`src/rtl/rs_pkg.sv`:
```
package rs_pkg;
    typedef enum logic [1:0] {
        SLOT_FREE  = 2'd0,
        SLOT_WAIT  = 2'd1,
        SLOT_READY = 2'd2
    } slot_state_t;

    typedef enum logic {
        PICK_OPEN = 1'b0,
        PICK_HOLD = 1'b1
    } pick_state_t;
endpackage

```
`src/rtl/rs_slot.sv`:
```
module rs_slot
    import rs_pkg::*;
#(
    parameter int DEPTH = 4,
    parameter int OPW   = 4,
    parameter int DW    = 16,
    parameter int TW    = 3,
    parameter int AW    = 2
) (
    input  logic           clk,
    input  logic           rst_n,
    input  logic           wr_en,
    input  logic [OPW-1:0] wr_op,
    input  logic           wr_v1,
    input  logic [DW-1:0]  wr_s1,
    input  logic           wr_v2,
    input  logic [DW-1:0]  wr_s2,
    input  logic [TW-1:0]  wr_dst,
    input  logic           res_valid,
    input  logic [TW-1:0]  res_tag,
    input  logic [DW-1:0]  res_data,
    input  logic           issue_in,
    input  logic           deq_fire,
    input  logic           deq_me,
    input  logic [AW-1:0]  deq_age,
    output logic           occupied,
    output logic           ready,
    output logic [AW-1:0]  age,
    output logic [OPW-1:0] op,
    output logic [DW-1:0]  s1,
    output logic [DW-1:0]  s2,
    output logic [TW-1:0]  dst
);
    slot_state_t state, state_d;
    logic v1, v2;
    logic hit1, hit2, load, dec;

    assign load = (state == SLOT_FREE) && wr_en;
    assign hit1 = (state == SLOT_WAIT) && !v1 && res_valid && (res_tag == s1[TW-1:0]);
    assign hit2 = (state == SLOT_WAIT) && !v2 && res_valid && (res_tag == s2[TW-1:0]);
    assign dec  = deq_fire && !deq_me && (deq_age < age);

    assign occupied = (state != SLOT_FREE);
    assign ready    = (state == SLOT_READY);

    always_ff @(posedge clk) begin
        if (!rst_n) state <= SLOT_FREE;
        else        state <= state_d;
    end

    always_comb begin
        state_d = state;
        unique case (state)
            SLOT_FREE:  if (wr_en) state_d = (wr_v1 && wr_v2) ? SLOT_READY : SLOT_WAIT;
            SLOT_WAIT:  if ((v1 || hit1) && (v2 || hit2)) state_d = SLOT_READY;
            SLOT_READY: if (deq_me) state_d = SLOT_FREE;
            default:    state_d = SLOT_FREE;
        endcase
    end

    always_ff @(posedge clk) begin
        if (!rst_n) begin
            v1 <= 1'b0; v2 <= 1'b0;
            s1 <= '0;   s2 <= '0;
            op <= '0;   dst <= '0;
        end else if (load) begin
            v1 <= wr_v1; s1 <= wr_s1;
            v2 <= wr_v2; s2 <= wr_s2;
            op <= wr_op; dst <= wr_dst;
        end else begin
            if (hit1) begin v1 <= 1'b1; s1 <= res_data; end
            if (hit2) begin v2 <= 1'b1; s2 <= res_data; end
        end
    end

    always_ff @(posedge clk) begin
        if (!rst_n) age <= '0;
        else if (load) age <= '0;
        else if (occupied) begin
            unique case ({issue_in, dec})
                2'b10:   age <= age + AW'(1);
                2'b01:   age <= age - AW'(1);
                default: age <= age;
            endcase
        end
    end

    assert_wake_capture_R3: assert property (@(posedge clk) disable iff (!rst_n)
        (state == SLOT_WAIT && !v1 && res_valid && res_tag == s1[TW-1:0])
        |=> (v1 && s1 == $past(res_data)));

    assert_ready_both_R5: assert property (@(posedge clk) disable iff (!rst_n)
        (state == SLOT_READY) |-> (v1 && v2));

    assert_age_bound_R6: assert property (@(posedge clk) disable iff (!rst_n)
        occupied |-> (int'(age) < DEPTH));
endmodule

```
`src/rtl/rs_alloc.sv`:
```
module rs_alloc #(
    parameter int DEPTH = 4,
    parameter int IW    = 2
) (
    input  logic [DEPTH-1:0] occ,
    output logic [IW-1:0]    free_idx,
    output logic             full
);
    always_comb begin
        free_idx = '0;
        full     = 1'b1;
        for (int i = DEPTH - 1; i >= 0; i--) begin
            if (!occ[i]) begin
                free_idx = IW'(i);
                full     = 1'b0;
            end
        end
    end
endmodule

```
`src/rtl/rs_pick.sv`:
```
module rs_pick
    import rs_pkg::*;
#(
    parameter int DEPTH = 4,
    parameter int AW    = 2,
    parameter int IW    = 2
) (
    input  logic                   clk,
    input  logic                   rst_n,
    input  logic [DEPTH-1:0]       rdy,
    input  logic [DEPTH-1:0][AW-1:0] ages,
    input  logic                   dsp_ready,
    output logic                   pick_valid,
    output logic [IW-1:0]          pick_idx
);
    pick_state_t state, state_d;
    logic [IW-1:0] held_idx, best_idx;
    logic [AW-1:0] best_age;
    logic          best_ok;

    always_comb begin
        best_ok  = 1'b0;
        best_idx = '0;
        best_age = '0;
        for (int i = 0; i < DEPTH; i++) begin
            if (rdy[i] && (!best_ok || ages[i] > best_age)) begin
                best_ok  = 1'b1;
                best_idx = IW'(i);
                best_age = ages[i];
            end
        end
    end

    always_ff @(posedge clk) begin
        if (!rst_n) state <= PICK_OPEN;
        else        state <= state_d;
    end

    always_comb begin
        state_d = state;
        unique case (state)
            PICK_OPEN: if (best_ok && !dsp_ready) state_d = PICK_HOLD;
            PICK_HOLD: if (dsp_ready) state_d = PICK_OPEN;
            default:   state_d = PICK_OPEN;
        endcase
    end

    always_ff @(posedge clk) begin
        if (!rst_n)                   held_idx <= '0;
        else if (state == PICK_OPEN)  held_idx <= best_idx;
    end

    always_comb begin
        unique case (state)
            PICK_HOLD: begin pick_valid = 1'b1;    pick_idx = held_idx; end
            default:   begin pick_valid = best_ok; pick_idx = best_idx; end
        endcase
    end

    logic older_ready;
    always_comb begin
        older_ready = 1'b0;
        for (int j = 0; j < DEPTH; j++)
            if (rdy[j] && ages[j] > ages[pick_idx]) older_ready = 1'b1;
    end

    assert_pick_oldest_R6: assert property (@(posedge clk) disable iff (!rst_n)
        (state == PICK_OPEN && pick_valid) |-> !older_ready);

    assert_hold_target_R8: assert property (@(posedge clk) disable iff (!rst_n)
        (state == PICK_HOLD) |-> rdy[held_idx]);
endmodule

```
`src/rtl/tag_match_rs.sv`:
```
module tag_match_rs #(
    parameter int DEPTH  = 4,
    parameter int OPW    = 4,
    parameter int DW     = 16,
    parameter int TW     = 3,
    parameter int BYPASS = 0
) (
    input  logic           clk,
    input  logic           rst_n,
    input  logic           iss_valid,
    output logic           iss_full,
    input  logic [OPW-1:0] iss_op,
    input  logic           iss_s1_rdy,
    input  logic [DW-1:0]  iss_s1,
    input  logic           iss_s2_rdy,
    input  logic [DW-1:0]  iss_s2,
    input  logic [TW-1:0]  iss_dst,
    input  logic           res_valid,
    input  logic [TW-1:0]  res_tag,
    input  logic [DW-1:0]  res_data,
    output logic           dsp_valid,
    input  logic           dsp_ready,
    output logic [OPW-1:0] dsp_op,
    output logic [DW-1:0]  dsp_s1,
    output logic [DW-1:0]  dsp_s2,
    output logic [TW-1:0]  dsp_dst
);
    localparam int IW = (DEPTH > 1) ? $clog2(DEPTH) : 1;
    localparam int AW = IW;

    logic [DEPTH-1:0]         occ, rdy;
    logic [DEPTH-1:0][AW-1:0] age_a;
    logic [OPW-1:0] op_a  [DEPTH];
    logic [DW-1:0]  s1_a  [DEPTH];
    logic [DW-1:0]  s2_a  [DEPTH];
    logic [TW-1:0]  dst_a [DEPTH];

    logic          fwd1_v, fwd2_v, byp, store, deq_fire, pick_valid, empty;
    logic [DW-1:0] fwd1, fwd2;
    logic [IW-1:0] free_idx, pick_idx;

    always_comb begin
        fwd1_v = iss_s1_rdy;
        fwd1   = iss_s1;
        if (!iss_s1_rdy && res_valid && res_tag == iss_s1[TW-1:0]) begin
            fwd1_v = 1'b1;
            fwd1   = res_data;
        end
        fwd2_v = iss_s2_rdy;
        fwd2   = iss_s2;
        if (!iss_s2_rdy && res_valid && res_tag == iss_s2[TW-1:0]) begin
            fwd2_v = 1'b1;
            fwd2   = res_data;
        end
    end

    assign empty = ~|occ;

    generate
        if (BYPASS != 0) begin : g_bypass
            assign byp = empty && iss_valid && fwd1_v && fwd2_v;
        end else begin : g_stay
            assign byp = 1'b0;
        end
    endgenerate

    assign store    = iss_valid && !iss_full && !(byp && dsp_ready);
    assign deq_fire = pick_valid && dsp_ready && !byp;

    rs_alloc #(.DEPTH(DEPTH), .IW(IW)) u_alloc (
        .occ(occ), .free_idx(free_idx), .full(iss_full)
    );

    rs_pick #(.DEPTH(DEPTH), .AW(AW), .IW(IW)) u_pick (
        .clk(clk), .rst_n(rst_n), .rdy(rdy), .ages(age_a),
        .dsp_ready(dsp_ready), .pick_valid(pick_valid), .pick_idx(pick_idx)
    );

    generate
        for (genvar g = 0; g < DEPTH; g++) begin : g_slot
            rs_slot #(.DEPTH(DEPTH), .OPW(OPW), .DW(DW), .TW(TW), .AW(AW)) u_slot (
                .clk(clk), .rst_n(rst_n),
                .wr_en(store && (free_idx == IW'(g))),
                .wr_op(iss_op), .wr_v1(fwd1_v), .wr_s1(fwd1),
                .wr_v2(fwd2_v), .wr_s2(fwd2), .wr_dst(iss_dst),
                .res_valid(res_valid), .res_tag(res_tag), .res_data(res_data),
                .issue_in(store), .deq_fire(deq_fire),
                .deq_me(deq_fire && (pick_idx == IW'(g))),
                .deq_age(age_a[pick_idx]),
                .occupied(occ[g]), .ready(rdy[g]), .age(age_a[g]),
                .op(op_a[g]), .s1(s1_a[g]), .s2(s2_a[g]), .dst(dst_a[g])
            );
        end
    endgenerate

    always_comb begin
        if (byp) begin
            dsp_valid = 1'b1;
            dsp_op    = iss_op;
            dsp_s1    = fwd1;
            dsp_s2    = fwd2;
            dsp_dst   = iss_dst;
        end else begin
            dsp_valid = pick_valid;
            dsp_op    = op_a[pick_idx];
            dsp_s1    = s1_a[pick_idx];
            dsp_s2    = s2_a[pick_idx];
            dsp_dst   = dst_a[pick_idx];
        end
    end

    assert_hold_stable_R8: assert property (@(posedge clk) disable iff (!rst_n)
        (dsp_valid && !dsp_ready) |=> (dsp_valid && $stable(dsp_op) && $stable(dsp_s1)
                                       && $stable(dsp_s2) && $stable(dsp_dst)));

    assert_full_ignored_R7: assert property (@(posedge clk) disable iff (!rst_n)
        (iss_full && iss_valid) |=> ($countones(occ) <= $past($countones(occ))));

    generate
        if (BYPASS == 0) begin : g_stay_chk
            assert_min_stay_R10: assert property (@(posedge clk) disable iff (!rst_n)
                empty |-> !dsp_valid);
        end
    endgenerate
endmodule

```
`config.mk`:
```
export PLATFORM = sky130hd
export DESIGN_NAME = tag_match_rs
export DESIGN_NICKNAME = d
export VERILOG_FILES = /design/src/rtl/rs_pkg.sv /design/src/rtl/rs_slot.sv /design/src/rtl/rs_alloc.sv /design/src/rtl/rs_pick.sv /design/src/rtl/tag_match_rs.sv
export SDC_FILE = /design/constraint.sdc
export NUM_CORES = 1
export LEC_CHECK = 0
export BUFFER_PORTS_ARGS = -buffer_cell sky130_fd_sc_hd__buf_2
export CAP_MARGIN = 20
export CORE_ASPECT_RATIO = 1.5
export CORE_MARGIN = 2
export CORE_UTILIZATION = 40
export DETAILED_ROUTE_END_ITERATION = 7
export GPL_TIMING_DRIVEN = 0
export HOLD_SLACK_MARGIN = 0.06
export PLACE_DENSITY = 0.65
export SYNTH_ARGS = -nofsm -noshare
export SYNTH_HDL_FRONTEND = slang
export SYNTH_SLANG_ARGS = --single-unit
```
`constraint.sdc`:
```
create_clock -name clk -period 15.1 [get_ports clk]
set_clock_uncertainty 0.15 [all_clocks]
set_input_delay 3.02 -clock clk [delete_from_list [all_inputs] [get_ports clk]]
set_output_delay 3.02 -clock clk [all_outputs]
set_load 0.01 [all_outputs]
```
# After elaboration in Yosys (flattened, before gate mapping)

Cells that the tools add are included.

Bits in registers: 183
Input bits: 65
Output and inout port bits: 41
Word-level logic and storage cells: 315

Add/subtract/negate cells: 8
$lt $le $gt $ge: 9
Equality and inequality tests: 44
Multiplexer cells: 94
Bitwise operators: 3
Reduce and logical (&&, ||, !) cells: 123

Operators with widths:

| operator                                             | number |
|---|---|
| two-way mux 16 bit                                   | 22 |
| binary-select mux 16 bit (select 2 bit)              | 2 |
| logical AND 1 bit                                    | 59 |
| two-way mux 2 bit                                    | 24 |
| nonzero test 2 bit                                   | 16 |
| equality test 3 bit                                  | 10 |
| two-way mux 1 bit                                    | 30 |
| equality test 2 bit (second input constant)          | 12 |
| one-hot mux 2 bit (3 select lines)                   | 4 |
| equality test 2 x 1 -> 1 bit (second input constant) | 10 |
| zero test 1 bit                                      | 19 |
| != test 2 x 1 -> 1 bit (second input constant)       | 8 |
| one-hot mux 2 bit (2 select lines)                   | 4 |
| zero test 2 bit                                      | 6 |
| AND reduction 3 bit                                  | 4 |
| logical OR 1 bit                                     | 11 |
| adder 2 x 1 -> 2 bit (second input constant)         | 4 |
| binary-select mux 4 bit (select 2 bit)               | 1 |
| < comparator 2 bit                                   | 4 |
| two-way mux 4 bit                                    | 2 |
| != test 2 bit (second input constant)                | 4 |
| AND reduction 2 bit                                  | 4 |
| OR reduction 2 bit                                   | 4 |
| subtractor 2 x 1 -> 2 bit (second input constant)    | 4 |
| 9 further kinds                                      | 13 |

# Longest topological paths before layout

Gate-level depths: netlist of the first run.

Depth after elaboration: 23
Gate-level depth with buffers: 33
Gate-level depth less buffers: 30

# By module

A second synthesis of the first run with hierarchy kept.

Cell total of the unflattened synthesis: 1,122
Area total of the unflattened synthesis: 10,682.7 um2

By module, submodules not included:

| module                         | instances | cells each | area an instance (um2) | seq. area each (um2) |
|---|---|---|---|---|
| rs_slot (g_slot[0].u_slot ...) | 3         | 234        | 2,100.8                | 900.9 |
| rs_slot (g_slot[3].u_slot)     | 1         | 256        | 2,349.8                | 900.9 |
| tag_match_rs                   | 1         | 109        | 1,621.6                | 0.0 |
| rs_pick                        | 1         | 49         | 379.1                  | 60.1 |
| rs_alloc                       | 1         | 6          | 30.0                   | 0.0 |

# Worst setup path after synthesis of the first run

OpenSTA, ideal clock, no wires.

Kind: register -> output
Start point: register g_slot[0].u_slot.state[1]
End point: output port dsp_dst[0]
Data arrival time: 4.554 ns
Required time: 11.930 ns
Setup slack: 7.376 ns
Stages on the path, launching flop included: 23
Buffers on the path: 2
Path through: dfxtp_1 -> buf_2 -> nor2b_1 -> nand2_1 -> ha_1 -> nor2b_1 -> o311ai_4 -> nor2_1 -> a31oi_1 -> ha_1 -> nor2b_1 -> o211a_1 -> or2_1 -> nor2_1 -> a21oi_1 -> ha_1 -> nor2b_1 -> o211ai_1 -> nand3_1 -> o21ai_4 -> clkbuf_1 -> a211oi_1 -> a31oi_1

Word-level cells in the longest chain between the ends: 19
Elaborated cells between the ends (all ways): 27
Classes of those cells: 3 x order compare; 1 x eq/ne; 13 x mux; 1 x bitwise; 9 x reduce/logical

RTL lines:

| item                                                                    | line                | source |
|---|---|---|
| from (decl)                                                             | rs_slot.sv:34       | `slot_state_t state, state_d;` |
| from (signal assigned)                                                  | rs_slot.sv:48       | `else state <= state_d;` |
| equality test 2 bit (*)                                                 | rs_slot.sv:44       | `assign ready = (state == SLOT_READY);` |
| two-way mux 2 bit / two-way mux 1 bit (equally long branches)           | rs_pick.sv:26       | `if (rdy[i] && (!best_ok \|\| ages[i] > best_age)) begin` |
| greater-than comparator 2 bit / zero test 1 bit (equally long branches) | rs_pick.sv:26       |  |
| logical OR 1 bit                                                        | rs_pick.sv:26       |  |
| logical AND 1 bit                                                       | rs_pick.sv:26       |  |
| two-way mux 2 bit / two-way mux 1 bit (equally long branches)           | rs_pick.sv:26       |  |
| greater-than comparator 2 bit / zero test 1 bit (equally long branches) | rs_pick.sv:26       |  |
| logical OR 1 bit                                                        | rs_pick.sv:26       |  |
| [2 not listed]                                                          | -                   |  |
| greater-than comparator 2 bit / zero test 1 bit (equally long branches) | rs_pick.sv:26       |  |
| logical OR 1 bit                                                        | rs_pick.sv:26       |  |
| logical AND 1 bit                                                       | rs_pick.sv:26       |  |
| two-way mux 2 bit (*)                                                   | rs_pick.sv:26       |  |
| two-way mux 2 bit (*)                                                   | rs_pick.sv:54       | `unique case (state)` |
| inverter 2 -> 3 bit (implied by the code) (*)                           | tag_match_rs.sv:108 | `dsp_dst = dst_a[pick_idx];` |
| binary-select mux 3 bit (select 2 bit) (*)                              | tag_match_rs.sv:108 |  |
| two-way mux 3 bit (implied by the code) (*) (2 in a row)                | tag_match_rs.sv:108 |  |
| to (decl)                                                               | tag_match_rs.sv:26  | `output logic [TW-1:0] dsp_dst` |

Mark *: on every way between the ends. The rest lies on a longest branch, timed or not. The select of a mux whose other input is x is not followed.

# Worst setup path after layout of the first run

Start point: register g_slot[0].u_slot.state[1]
End point: output port dsp_s1[12]

Word-level cells in the longest chain between the ends: 19
Elaborated cells between the ends (all ways): 27
Classes of those cells: 3 x order compare; 1 x eq/ne; 13 x mux; 1 x bitwise; 9 x reduce/logical

RTL lines:

| item                                                                    | line                | source |
|---|---|---|
| equality test 2 bit (*)                                                 | rs_slot.sv:44       |  |
| two-way mux 2 bit / two-way mux 1 bit (equally long branches)           | rs_pick.sv:26       |  |
| greater-than comparator 2 bit / zero test 1 bit (equally long branches) | rs_pick.sv:26       |  |
| logical OR 1 bit                                                        | rs_pick.sv:26       |  |
| logical AND 1 bit                                                       | rs_pick.sv:26       |  |
| two-way mux 2 bit / two-way mux 1 bit (equally long branches)           | rs_pick.sv:26       |  |
| greater-than comparator 2 bit / zero test 1 bit (equally long branches) | rs_pick.sv:26       |  |
| logical OR 1 bit                                                        | rs_pick.sv:26       |  |
| [2 not listed]                                                          | -                   |  |
| greater-than comparator 2 bit / zero test 1 bit (equally long branches) | rs_pick.sv:26       |  |
| logical OR 1 bit                                                        | rs_pick.sv:26       |  |
| logical AND 1 bit                                                       | rs_pick.sv:26       |  |
| two-way mux 2 bit (*)                                                   | rs_pick.sv:26       |  |
| two-way mux 2 bit (*)                                                   | rs_pick.sv:54       |  |
| inverter 2 -> 3 bit (implied by the code) (*)                           | tag_match_rs.sv:106 | `dsp_s1 = s1_a[pick_idx];` |
| binary-select mux 16 bit (select 2 bit) (*)                             | tag_match_rs.sv:106 |  |
| two-way mux 16 bit (implied by the code) (*) (2 in a row)               | tag_match_rs.sv:106 |  |
| to (decl)                                                               | tag_match_rs.sv:24  | `output logic [DW-1:0] dsp_s1,` |

Marks and branches as above.

==> flow_metrics.env, run 1 <==
export IMPL_synth_yosys_warnings=0
export IMPL_place_port_buffers=86
export IMPL_total_detailed_routing_wirelength_um=37970
export IMPL_crit_reg2reg_capture="g_slot[0].u_slot.age[1]$_SDFFE_PP0P_"
export IMPL_worst_setup_hold_path_clk_slew_ns=0.07
export IMPL_grt_util_all_layers_pct=26.45
export IMPL_startpoint_type="flip-flop"
export IMPL_fin_hold_ws_ns=0.3020
export IMPL_cts_setup_buffers=0
export IMPL_p_leak_uw=0.004682
export IMPL_gpl_final_weighted_congestion=0.9143
export IMPL_setup_tns_final_ns=0
export IMPL_pin_count=106
export IMPL_hold_class="reg -> reg"
export IMPL_mean_instance_size_in_the_synthesized_netlist_um2=8.594
export IMPL_clock_sinks=183
export IMPL_cts_hold_buffers_added=0
export IMPL_synth_edff_count=0
export IMPL_synthToLayoutAreaGrowth_pct=13.57
export IMPL_placement_rows=73
export IMPL_detail_route_vias_per_cell=5.826
export IMPL_drt_antenna_violating_nets=0
export IMPL_hold_viol=0
export IMPL_finalInstanceArea_um2=12360
export IMPL_die_h_um=206.0
export IMPL_drt_pass1_iter_count=7
export IMPL_drcViolationCount=0
export IMPL_routedWlPerCell_um=22.07
export IMPL_timing_final_crit_period_ns=9.335
export IMPL_worstRegToRegCells=31
export IMPL_initial_utilization_pct=40.80
export IMPL_r2r_setup_slack_ns=7.44
export IMPL_clk_latency_ns=0.45
export IMPL_synth_seq_cells=183
export IMPL_synth_net_count=1345
export IMPL_drive_gt1_share_pct=24.08
export IMPL_total_cts_buffers=17
export IMPL_rsz0062_at_grt="no"
export IMPL_fillers=2639
export IMPL_yosysUniqueCellTypes=67
export IMPL_place_inst=1689
export IMPL_timing_hold_worst_endpoint="g_slot[3].u_slot.op[3]$_SDFFE_PN0P_"
export IMPL_multi_input_area_um2=6538
export IMPL_ys_async_sr_fraction_pct=0
export IMPL_critical_path_reg2reg_startpoint="g_slot[0].u_slot.state[1]$_SDFFE_PN0P_"
export IMPL_layout_cells_most_common_list="dfxtp_1, nand2_1, a211oi_1, nor2_1, buf_2"
export IMPL_slew_viol_final=0
export IMPL_htree_num_levels=4
export IMPL_max_clock_freq_mhz=107.1
export IMPL_hold_path_start="g_slot[3].u_slot.op[3]$_SDFFE_PN0P_"
export IMPL_cts_tree="yes"
export IMPL_report_final_setup_viol=0
export IMPL_ys_seq_area_share_pct=33.67
export IMPL_transition_time_at_the_pin_with_the_least_slew_margin_ns=0.8647
export IMPL_critPathRequiredTime_ns=11.93
export IMPL_power_ir_vdd_worst_mv=0.08711
export IMPL_regArea_um2=3664
export IMPL_maximum_number_of_pins_on_one_net_before_global_route_repair=17
export IMPL_final_instance_count_excl_fill=1720
export IMPL_die_width_um=138.7
export IMPL_power_density_nw_per_um2=102.9
export IMPL_post_cts_resize_count=0
export IMPL_grt_overflow=0
export IMPL_final_min_period_over_clock_period_pct=61.82
export IMPL_clk_path_buf_depth=2
export IMPL_cap_violations=0
export IMPL_grt_first_pass_wirelength_um=57820
export IMPL_nNetsFinal=1450
export IMPL_dpl_hpwl_um=27670
export IMPL_design_core_area_um2=26670
export IMPL_ys_flop_type="dfxtp_1"
export IMPL_first_global_vias=10060
export IMPL_timing_hold_worst_path_depth=2
export IMPL_drt_iter0_markers=689
export IMPL_grt_antenna_before_repair=0
export IMPL_timing_setup_critical_path_class="reg -> out"
export IMPL_run_status="finished, final reports clean"
export IMPL_timing_critical_path_arrival_ns=6.17
export IMPL_mostFrequentLayoutCell="dfxtp_1"
export IMPL_clock_tree_root_cell="clkbuf_16"
export IMPL_fp_dieArea_um2=28560
export IMPL_post_dp_cell_area_um2=11730
export IMPL_detailroute_via_count=10020
export IMPL_insertedDiodeCount=0
export IMPL_critical_path_peak_fanout=10
export IMPL_final_core_util_pct=46.33
export IMPL_postSynthCellCount=1266
export IMPL_mappedNetlistArea_um2=10880
export IMPL_max_slew_margin_pct=42.36
export IMPL_cp_end_kind="output pin"
registers in the layout (all words and copies together) (netlist names):
name	cells
g_slot.u_slot.s1	64
g_slot.u_slot.state	8
g_slot.u_slot.v1	4
g_slot.u_slot.age	8
g_slot.u_slot.s2	64
u_pick.state	1
g_slot.u_slot.v2	4
g_slot.u_slot.op	16
u_pick.held_idx	2
g_slot.u_slot.dst	12
stage by stage:
step	power, uW	setup WS (ns)
2_1_floorplan	704.3	7.376
3_3_place_gp	792.9	6.387
3_5_place_dp	797.5	6.312
4_1_cts	1270	5.807
5_1_grt	1319	5.394
6_report	1272	5.765
routing by layer:
| metal | vias to the layer above | track usage (%) | part of all wire (%) |
|---|---|---|---|
| li1 | 4723 | - | - |
| met1 | 4767 | 29.49 | 38 |
| met2 | 415 | 47.01 | 50 |
| met3 | 116 | 4.518 | 5.8 |
| met4 | 0 | 16.49 | 5.5 |
| met5 | - | 0 | 0 |
synth_stat cells (15+ instances only):
cell type  count  share of area [%]
and2_1        40                2.3
clkbuf_1      59                2.0
a31oi_1       44                2.5
nor3_1        16               0.74
a211oi_2      20                2.3
nor2_1       157                5.4
a211oi_1     157                 11
a21oi_1       38                1.7
dfxtp_1      183                 34
inv_1         15               0.52
mux2i_1       34                3.1
nand2_1      159                5.5
buf_2         39                1.8
xnor2_1       26                2.1
mux2_2       115                 12
layout make-up:
cell class,instances,share of cell area (%)
timing repair buffer,86,3.483
buffer,122,5.043
sequential,183,29.65
inverter,15,0.4556
tap,337,3.412
clock inverter,10,1.164
multi-input combinational,946,52.91
clock buffer,21,3.888
cell families (layout without fill, tap and decap cells):
logic type               Yosys count  count (layout)  synth area share [%]
buffers and inverters            137             254                 6.244
XOR/XNOR                          40              40                 3.220
flip-flops                       183             183                 33.67
AND/OR/NAND/NOR                  439             439                 18.77
multiplexers                     162             162                 16.38
adder cells (fa/ha/maj)           14              14                 1.610
AO/OA/AOI/OAI                    291             291                 20.11
how the worst max path moves through the flow:
stage                                                 startpoint          to  slack [ns]  depth (start not counted)
after global placement    g_slot[0].u_slot.state[1]$_SDFFE_PN0P_  dsp_s1[12]        6.39                         23
after CTS                 g_slot[0].u_slot.state[1]$_SDFFE_PN0P_  dsp_s1[12]        5.81                         23
after global routing      g_slot[0].u_slot.state[1]$_SDFFE_PN0P_   dsp_s2[1]        5.39                         23
after detailed placement  g_slot[0].u_slot.state[1]$_SDFFE_PN0P_  dsp_s1[12]        6.31                         23
after floorplan           g_slot[0].u_slot.state[1]$_SDFFE_PN0P_  dsp_dst[0]        7.38                         22
final                     g_slot[0].u_slot.state[1]$_SDFFE_PN0P_  dsp_s1[12]        5.76                         23
power by group:
part	internal (uW)	switching, uW	leakage, uW	total [uW]
Combinational	96.4	167	0.00289	263
Sequential	511	16.2	0.00149	528
Clock	278	203	0.000298	481
Total	886	386	0.00468	1270
worst max-delay path, cell delays in order, from the launching register on:
cell	delay, ns
dfxtp_1	0.30
buf_2	0.23
nor2b_1	0.28
nand2_1	0.09
ha_1	0.29
nor2b_1	0.16
o311ai_4	0.32
nor2_1	0.08
a31oi_1	0.21
ha_1	0.28
nor2b_1	0.15
o211a_1	0.24
or2_1	0.30
nor2_1	0.13
a21oi_1	0.05
ha_1	0.29
nor2b_1	0.13
o211ai_1	0.28
nand3_1	0.30
o21ai_4	0.42
clkbuf_1	0.56
a211oi_1	0.14
a31oi_1	0.29
buf_2	0.19
(Power assumes the default switching activity.)
==> inputs of run 2 (changes only) <==
--- a/config.mk
+++ b/config.mk
@@ -13,7 +13,7 @@
 export DETAILED_ROUTE_END_ITERATION = 7
 export GPL_TIMING_DRIVEN = 0
 export HOLD_SLACK_MARGIN = 0.06
-export PLACE_DENSITY = 0.65
+export PLACE_DENSITY = 0.67
 export SYNTH_ARGS = -nofsm -noshare
 export SYNTH_HDL_FRONTEND = slang
 export SYNTH_SLANG_ARGS = --single-unit
==> constraint.sdc (replaced) <==
create_clock -name clk -period 8.1 [get_ports clk]
set_clock_uncertainty 0.15 [all_clocks]
set_input_delay 1.62 -clock clk [delete_from_list [all_inputs] [get_ports clk]]
set_output_delay 1.62 -clock clk [all_outputs]
set_load 0.01 [all_outputs]
==> run 2 against run 1 <==
Net effect: combinational power is 86% higher; cell count unchanged; global-route usage shrank 0.36 points; critical path depth grew 1; final area about the same; hold slack about the same; sequential share of layout area about the same; routed wire length down 0.80%; core utilization about the same; clock power grew 82%; sequential power increased by 86%; largest power group unchanged.
==> flow_metrics.env, run 2 (synthesis gave the netlist of run 1 again) <==
export IMPL_run_status="finished, final reports clean"
export IMPL_fillers=2649
export IMPL_maximum_number_of_pins_on_one_net_before_global_route_repair=17
export IMPL_cp_end_kind="output pin"
export IMPL_hold_class="reg -> reg"
export IMPL_grt_overflow=0
export IMPL_fin_hold_ws_ns=0.3024
export IMPL_dpl_hpwl_um=27550
export IMPL_transition_time_at_the_pin_with_the_least_slew_margin_ns=0.8786
export IMPL_cap_violations=0
export IMPL_power_ir_vdd_worst_mv=0.1540
export IMPL_synthToLayoutAreaGrowth_pct=13.47
export IMPL_pin_count=106
export IMPL_rsz0062_at_grt="no"
export IMPL_timing_final_ws_setup_ns=0.2476
export IMPL_gpl_final_weighted_congestion=0.9147
export IMPL_slew_viol_final=0
export IMPL_power_density_nw_per_um2=190.2
export IMPL_drt_iter0_markers=721
export IMPL_first_global_vias=9870
export IMPL_design_core_area_um2=26670
export IMPL_place_port_buffers=86
export IMPL_worst_setup_hold_path_clk_slew_ns=0.07
export IMPL_grt_util_all_layers_pct=26.10
export IMPL_r2r_setup_slack_ns=0.50
export IMPL_mostFrequentLayoutCell="dfxtp_1"
export IMPL_report_final_setup_viol=0
export IMPL_place_inst=1689
export IMPL_preCtsSetupSlack_ns=0.5484
export IMPL_cts_setup_buffers=0
export IMPL_insertedDiodeCount=0
export IMPL_timing_critical_path_arrival_ns=6.08
export IMPL_placement_rows=73
export IMPL_drive_gt1_share_pct=24.44
export IMPL_p_leak_uw=0.004694
export IMPL_detail_route_vias_per_cell=5.862
export IMPL_nNetsFinal=1450
export IMPL_detailroute_via_count=10080
export IMPL_regArea_um2=3664
export IMPL_clock_tree_root_cell="clkbuf_16"
export IMPL_grt_first_pass_wirelength_um=57010
export IMPL_startpoint_type="flip-flop"
export IMPL_max_clock_freq_mhz=127.4
export IMPL_drt_pass1_iter_count=5
export IMPL_routedWlPerCell_um=21.90
export IMPL_initial_utilization_pct=40.80
export IMPL_layout_cells_most_common_list="dfxtp_1, nand2_1, a211oi_1, nor2_1, buf_2"
export IMPL_hold_viol=0
export IMPL_hold_path_start="g_slot[3].u_slot.op[1]$_SDFFE_PN0P_"
export IMPL_multi_input_area_um2=6538
export IMPL_critical_path_peak_fanout=10
export IMPL_drt_antenna_violating_nets=0
export IMPL_total_cts_buffers=17
export IMPL_clock_sinks=183
export IMPL_final_core_util_pct=46.29
export IMPL_final_instance_count_excl_fill=1720
export IMPL_setup_tns_final_ns=0
export IMPL_grt_antenna_before_repair=0
export IMPL_drcViolationCount=0
export IMPL_cts_tree="yes"
export IMPL_crit_start="g_slot[0].u_slot.state[1]$_SDFFE_PN0P_"
export IMPL_final_min_period_over_clock_period_pct=96.94
export IMPL_total_detailed_routing_wirelength_um=37660
export IMPL_critical_path_reg2reg_startpoint="g_slot[0].u_slot.state[1]$_SDFFE_PN0P_"
export IMPL_timing_setup_critical_path_class="reg -> out"
export IMPL_max_slew_margin_pct=41.11
export IMPL_die_h_um=206.0
export IMPL_htree_num_levels=4
export IMPL_clk_latency_ns=0.46
export IMPL_timing_final_crit_period_ns=7.852
export IMPL_die_width_um=138.7
export IMPL_clk_path_buf_depth=2
export IMPL_largestRegisters="g_slot.u_slot.s1: 64 flops, g_slot.u_slot.s2: 64 flops, g_slot.u_slot.op: 16 flops"
export IMPL_critPathRequiredTime_ns=6.33
export IMPL_fp_dieArea_um2=28560
==> run 2: cell count changes in the layout (fill, tap and decap cells not counted), sizes merged <==
cell,previous run,this run
clkbuf,80,85
buf,149,148
bufinv,3,2
clkinv,3,2
clkinvlp,3,2
inv,16,15
==> run 2: what timing repair did <==
| item | 4_1_cts | 5_1_grt |
|---|---|---|
| endpoints found under the setup margin | 0 | 34 |
| resized for setup | 0 | 13 |
| hold buffers | 0 | 0 |
==> run 2: final timing paths <==
check                                                            end  depth (start not counted)
worst max register to register  g_slot[0].u_slot.age[1]$_SDFFE_PP0P_                         32
worst min register to register   g_slot[3].u_slot.op[1]$_SDFFE_PN0P_                          2
worst max-delay path                                      dsp_s1[15]                         24
worst min-delay path             g_slot[3].u_slot.op[1]$_SDFFE_PN0P_                          2
==> run 2: area by class of cell <==
type	instances	share of cell area, %
Clock inverter	6	0.7196
Clock buffer	25	4.176
Tap cell	337	3.415
Timing Repair Buffer	86	3.486
Inverter	15	0.4561
Multi-Input combinational cell	946	52.95
Buffer	122	5.118
Sequential cell	183	29.67
==> run 2: metrics by stage <==
| step | cell area [um2] | power (uW) |
|---|---|---|
| after global placement | 11730 | 1476 |
| after floorplan | 10880 | 1313 |
| after CTS | 12340 | 2341 |
| after global routing | 12350 | 2428 |
| after detailed placement | 11730 | 1486 |
| final | 12350 | 2348 |
==> run 2: worst max-delay path, cell delays in order, from the launching register on <==
cell      delay [ns]
dfxtp_1         0.30
buf_2           0.23
nor2b_1         0.28
nand2_1         0.09
ha_1            0.30
nor2b_1         0.16
o311ai_4        0.31
nor2_1          0.07
a31oi_1         0.22
ha_1            0.28
nor2b_1         0.15
o211a_1         0.24
or2_1           0.29
nor2_1          0.12
a21oi_1         0.05
ha_1            0.30
nor2b_1         0.13
o211ai_1        0.15
a41oi_2         0.55
buf_4           0.31
buf_4           0.23
buf_4           0.22
nand2_1         0.09
a31oi_1         0.33
buf_2           0.20
==> run 2: where the power goes <==
group	internal, uW	switching (uW)
clock network	503	372
registers	954	30.6
logic	180	310
total	1640	712
==> run 2: routing by layer <==
layer	vias up	global-route usage [%]	share of wire, %
met5	-	0	0
met4	0	17.93	6.9
met3	125	4.356	5.8
met2	417	46.61	50
met1	4811	28.31	37
li1	4730	-	-
==> inputs of run 3 (changes only) <==
--- a/config.mk
+++ b/config.mk
@@ -5,15 +5,18 @@
 export SDC_FILE = /design/constraint.sdc
 export NUM_CORES = 1
 export LEC_CHECK = 0
-export BUFFER_PORTS_ARGS = -buffer_cell sky130_fd_sc_hd__buf_2
 export CAP_MARGIN = 20
+export CELL_PAD_IN_SITES_DETAIL_PLACEMENT = 1
+export CELL_PAD_IN_SITES_GLOBAL_PLACEMENT = 1
 export CORE_ASPECT_RATIO = 1.5
 export CORE_MARGIN = 2
 export CORE_UTILIZATION = 40
 export DETAILED_ROUTE_END_ITERATION = 7
+export DONT_BUFFER_PORTS = 1
 export GPL_TIMING_DRIVEN = 0
 export HOLD_SLACK_MARGIN = 0.06
-export PLACE_DENSITY = 0.67
+export PLACE_DENSITY = 0.77
+export SLEW_MARGIN = 40
 export SYNTH_ARGS = -nofsm -noshare
 export SYNTH_HDL_FRONTEND = slang
 export SYNTH_SLANG_ARGS = --single-unit
==> run 3 against run 2 <==
Net effect: cell count shrank 4.8%; hold slack about the same; register-to-register slack got worse by 0.02 ns; power shrank 2.1%; die area unchanged; routed wire length rose by 9.6%.
==> flow_metrics.env, run 3 (synthesis gave the netlist of run 1 again) <==
export IMPL_crit_path_max_incr_delay_ns=0.40
export IMPL_pwr_share_seq_pct=42.9
export IMPL_final_core_util_pct=44.85
export IMPL_cp_slowest_cell="o211ai_1"
export IMPL_die_width_um=138.7
export IMPL_routedWlPerCell_um=25.20
export IMPL_switchingPower_uw=737.8
export IMPL_grt_antenna_before_repair=0
export IMPL_layout_cells_most_common_list="dfxtp_1, nand2_1, a211oi_1, nor2_1, mux2_2"
export IMPL_timing_final_crit_period_ns=7.770
export IMPL_gpl_final_weighted_congestion=0.8748
export IMPL_max_clock_freq_mhz=128.7
export IMPL_first_global_vias=10510
export IMPL_worstRegToRegCells=31
export IMPL_p_clk_share_pct=37.0
export IMPL_drt_antenna_violating_nets=0
export IMPL_multi_input_area_um2=6585
export IMPL_cp_end_kind="output pin"
export IMPL_largestRegisters="g_slot.u_slot.s1: 64 flops, g_slot.u_slot.s2: 64 flops, g_slot.u_slot.op: 16 flops"
export IMPL_drive_gt1_share_pct=20.62
export IMPL_grt_overflow=0
export IMPL_report_final_setup_viol=0
export IMPL_maximum_number_of_pins_on_one_net_before_global_route_repair=17
export IMPL_hold_class="reg -> reg"
export IMPL_nNetsFinal=1366
export IMPL_startpoint_type="flip-flop"
export IMPL_fp_dieArea_um2=28560
export IMPL_detailroute_via_count=9919
export IMPL_power_share_combinational_pct=20.1
export IMPL_place_port_buffers=0
export IMPL_clock_sinks=183
export IMPL_setup_worst_path_end="dsp_s2[10]"
export IMPL_run_status="finished, final reports clean"
export IMPL_timing_critical_path_arrival_ns=6.00
export IMPL_placement_rows=73
export IMPL_insertedDiodeCount=0
export IMPL_final_min_period_over_clock_period_pct=95.93
export IMPL_clk_path_buf_depth=2
export IMPL_synthToLayoutAreaGrowth_pct=9.947
export IMPL_swShare_pct=32.10
export IMPL_total_cts_buffers=17
export IMPL_worst_path_most_repeated_cell="nor2b_1"
export IMPL_worst_setup_hold_path_clk_slew_ns=0.07
export IMPL_drt_iter0_markers=615
export IMPL_die_h_um=206.0
export IMPL_cts_hold_buffers_added=0
export IMPL_fillers=3193
export IMPL_slew_viol_final=0
export IMPL_crit_path_cell_trace="buf_2 -> nor2b_1 -> nand2_1 -> ha_1 -> nor2b_1 -> o311ai_4 -> nor2_1 -> a31oi_1 -> ha_1 -> nor2b_1 -> o211a_1 -> or2_1 -> nor2_1 -> a21oi_1 -> ha_1 -> nor2b_1 -> o211ai_1 -> nand3_2 -> o21ai_4 -> buf_4 -> buf_2 -> a31oi_1"
export IMPL_clock_tree_root_cell="clkbuf_16"
export IMPL_clk_latency_ns=0.46
export IMPL_grt_first_pass_wirelength_um=62040
export IMPL_grt_util_all_layers_pct=28.65
export IMPL_drcViolationCount=0
export IMPL_pin_count=106
export IMPL_htree_num_levels=4
export IMPL_critical_path_peak_fanout=10
export IMPL_dpl_hpwl_um=30200
export IMPL_finalInstanceArea_um2=11960
export IMPL_cap_violations=0
export IMPL_drt_pass1_iter_count=4
export IMPL_crit_reg2reg_capture="g_slot[0].u_slot.age[1]$_SDFFE_PP0P_"
export IMPL_r2r_setup_slack_ns=0.48
export IMPL_max_slew_margin_pct=47.04
export IMPL_intPower_uw=1561
export IMPL_p_leak_uw=0.004324
export IMPL_transition_time_at_the_pin_with_the_least_slew_margin_ns=0.7944
export IMPL_regArea_um2=3664
export IMPL_power_ir_vdd_worst_mv=0.1677
export IMPL_post_dp_cell_area_um2=11300
export IMPL_critPathRequiredTime_ns=6.33
export IMPL_cts_tree="yes"
export IMPL_total_detailed_routing_wirelength_um=41260
export IMPL_initial_utilization_pct=40.80
export IMPL_timing_setup_critical_path_class="reg -> out"
export IMPL_hold_viol=0
export IMPL_detail_route_vias_per_cell=6.059
export IMPL_mostFrequentLayoutCell="dfxtp_1"
export IMPL_crit_start="g_slot[0].u_slot.state[1]$_SDFFE_PN0P_"
export IMPL_design_core_area_um2=26670
export IMPL_power_density_nw_per_um2=192.2
export IMPL_critical_path_reg2reg_startpoint="g_slot[0].u_slot.state[1]$_SDFFE_PN0P_"
[run 3: what timing repair did]
item                                    in CTS  in global routing
gates resized for setup                      0                 31
setup buffers                                0                  2
endpoints found under the setup margin       0                 44
[run 3: per-stage QoR]
| stage | setup TNS, ns | power, uW | hold slack, ns | std cells | setup slack, ns |
|---|---|---|---|---|---|
| 5_1_grt | -0.003653 | 2379 | 0.3271 | 1637 | -0.003653 |
| 4_1_cts | 0 | 2297 | 0.3034 | 1635 | 0.01088 |
| 6_report | 0 | 2299 | 0.3024 | 1637 | 0.3298 |
| 3_3_place_gp | 0 | 1438 | 0.2876 | 1603 | 0.5971 |
| 2_1_floorplan | 0 | 1313 | 0.2817 | 1266 | 1.764 |
| 3_5_place_dp | 0 | 1456 | 0.2934 | 1603 | 0.3095 |
[run 3: worst max-delay path, delay by kind of cell, from the launching register on]
kind,cells,cell delay [ns]
compound gates,7,1.87
fa+ha+maj,3,0.89
buf+inv,3,0.85
flops,1,0.31
simple gates,9,1.61
[run 3: cell type report]
type | instances | area share (%)
Buffer | 122 | 5.366
Clock buffer | 17 | 3.556
Clock inverter | 15 | 1.307
Inverter | 15 | 0.4707
Multi-Input combinational cell | 946 | 55.05
Sequential cell | 183 | 30.62
Tap cell | 337 | 3.525
Timing Repair Buffer | 2 | 0.1046
[run 3: layer usage]
layer  track usage, %  up-vias  share of wire (%)
met4            19.52        0                6.8
li1                 -     4545                  -
met3            5.723      143                4.9
met1            29.88     4897                 37
met2            52.00      334                 51
met5                0        -                  0
[run 3: how the worst min path moves through the flow]
stage	startpoint	cells after the start	end	slack [ns]
after CTS	g_slot[3].u_slot.op[1]$_SDFFE_PN0P_	2	g_slot[3].u_slot.op[1]$_SDFFE_PN0P_	0.30
after detailed placement	g_slot[3].u_slot.op[1]$_SDFFE_PN0P_	2	g_slot[3].u_slot.op[1]$_SDFFE_PN0P_	0.29
final	g_slot[3].u_slot.dst[0]$_SDFFE_PN0P_	2	g_slot[3].u_slot.dst[0]$_SDFFE_PN0P_	0.30
after global routing	g_slot[2].u_slot.dst[1]$_SDFFE_PN0P_	2	g_slot[2].u_slot.dst[1]$_SDFFE_PN0P_	0.33
after global placement	g_slot[3].u_slot.op[0]$_SDFFE_PN0P_	2	g_slot[3].u_slot.op[0]$_SDFFE_PN0P_	0.29
after floorplan	g_slot[3].u_slot.dst[0]$_SDFFE_PN0P_	2	g_slot[3].u_slot.dst[0]$_SDFFE_PN0P_	0.28
[run 3: power groups by stage]
| stage | Combinational (uW) | Sequential, uW | Clock [uW] |
|---|---|---|---|
| CTS | 453 | 985 | 859 |
| finish | 461 | 986 | 852 |
| global route | 497 | 991 | 891 |
| global placement | 437 | 1000 | 0 |
| detailed placement | 450 | 1010 | 0 |
| floorplan | 318 | 995 | 0 |
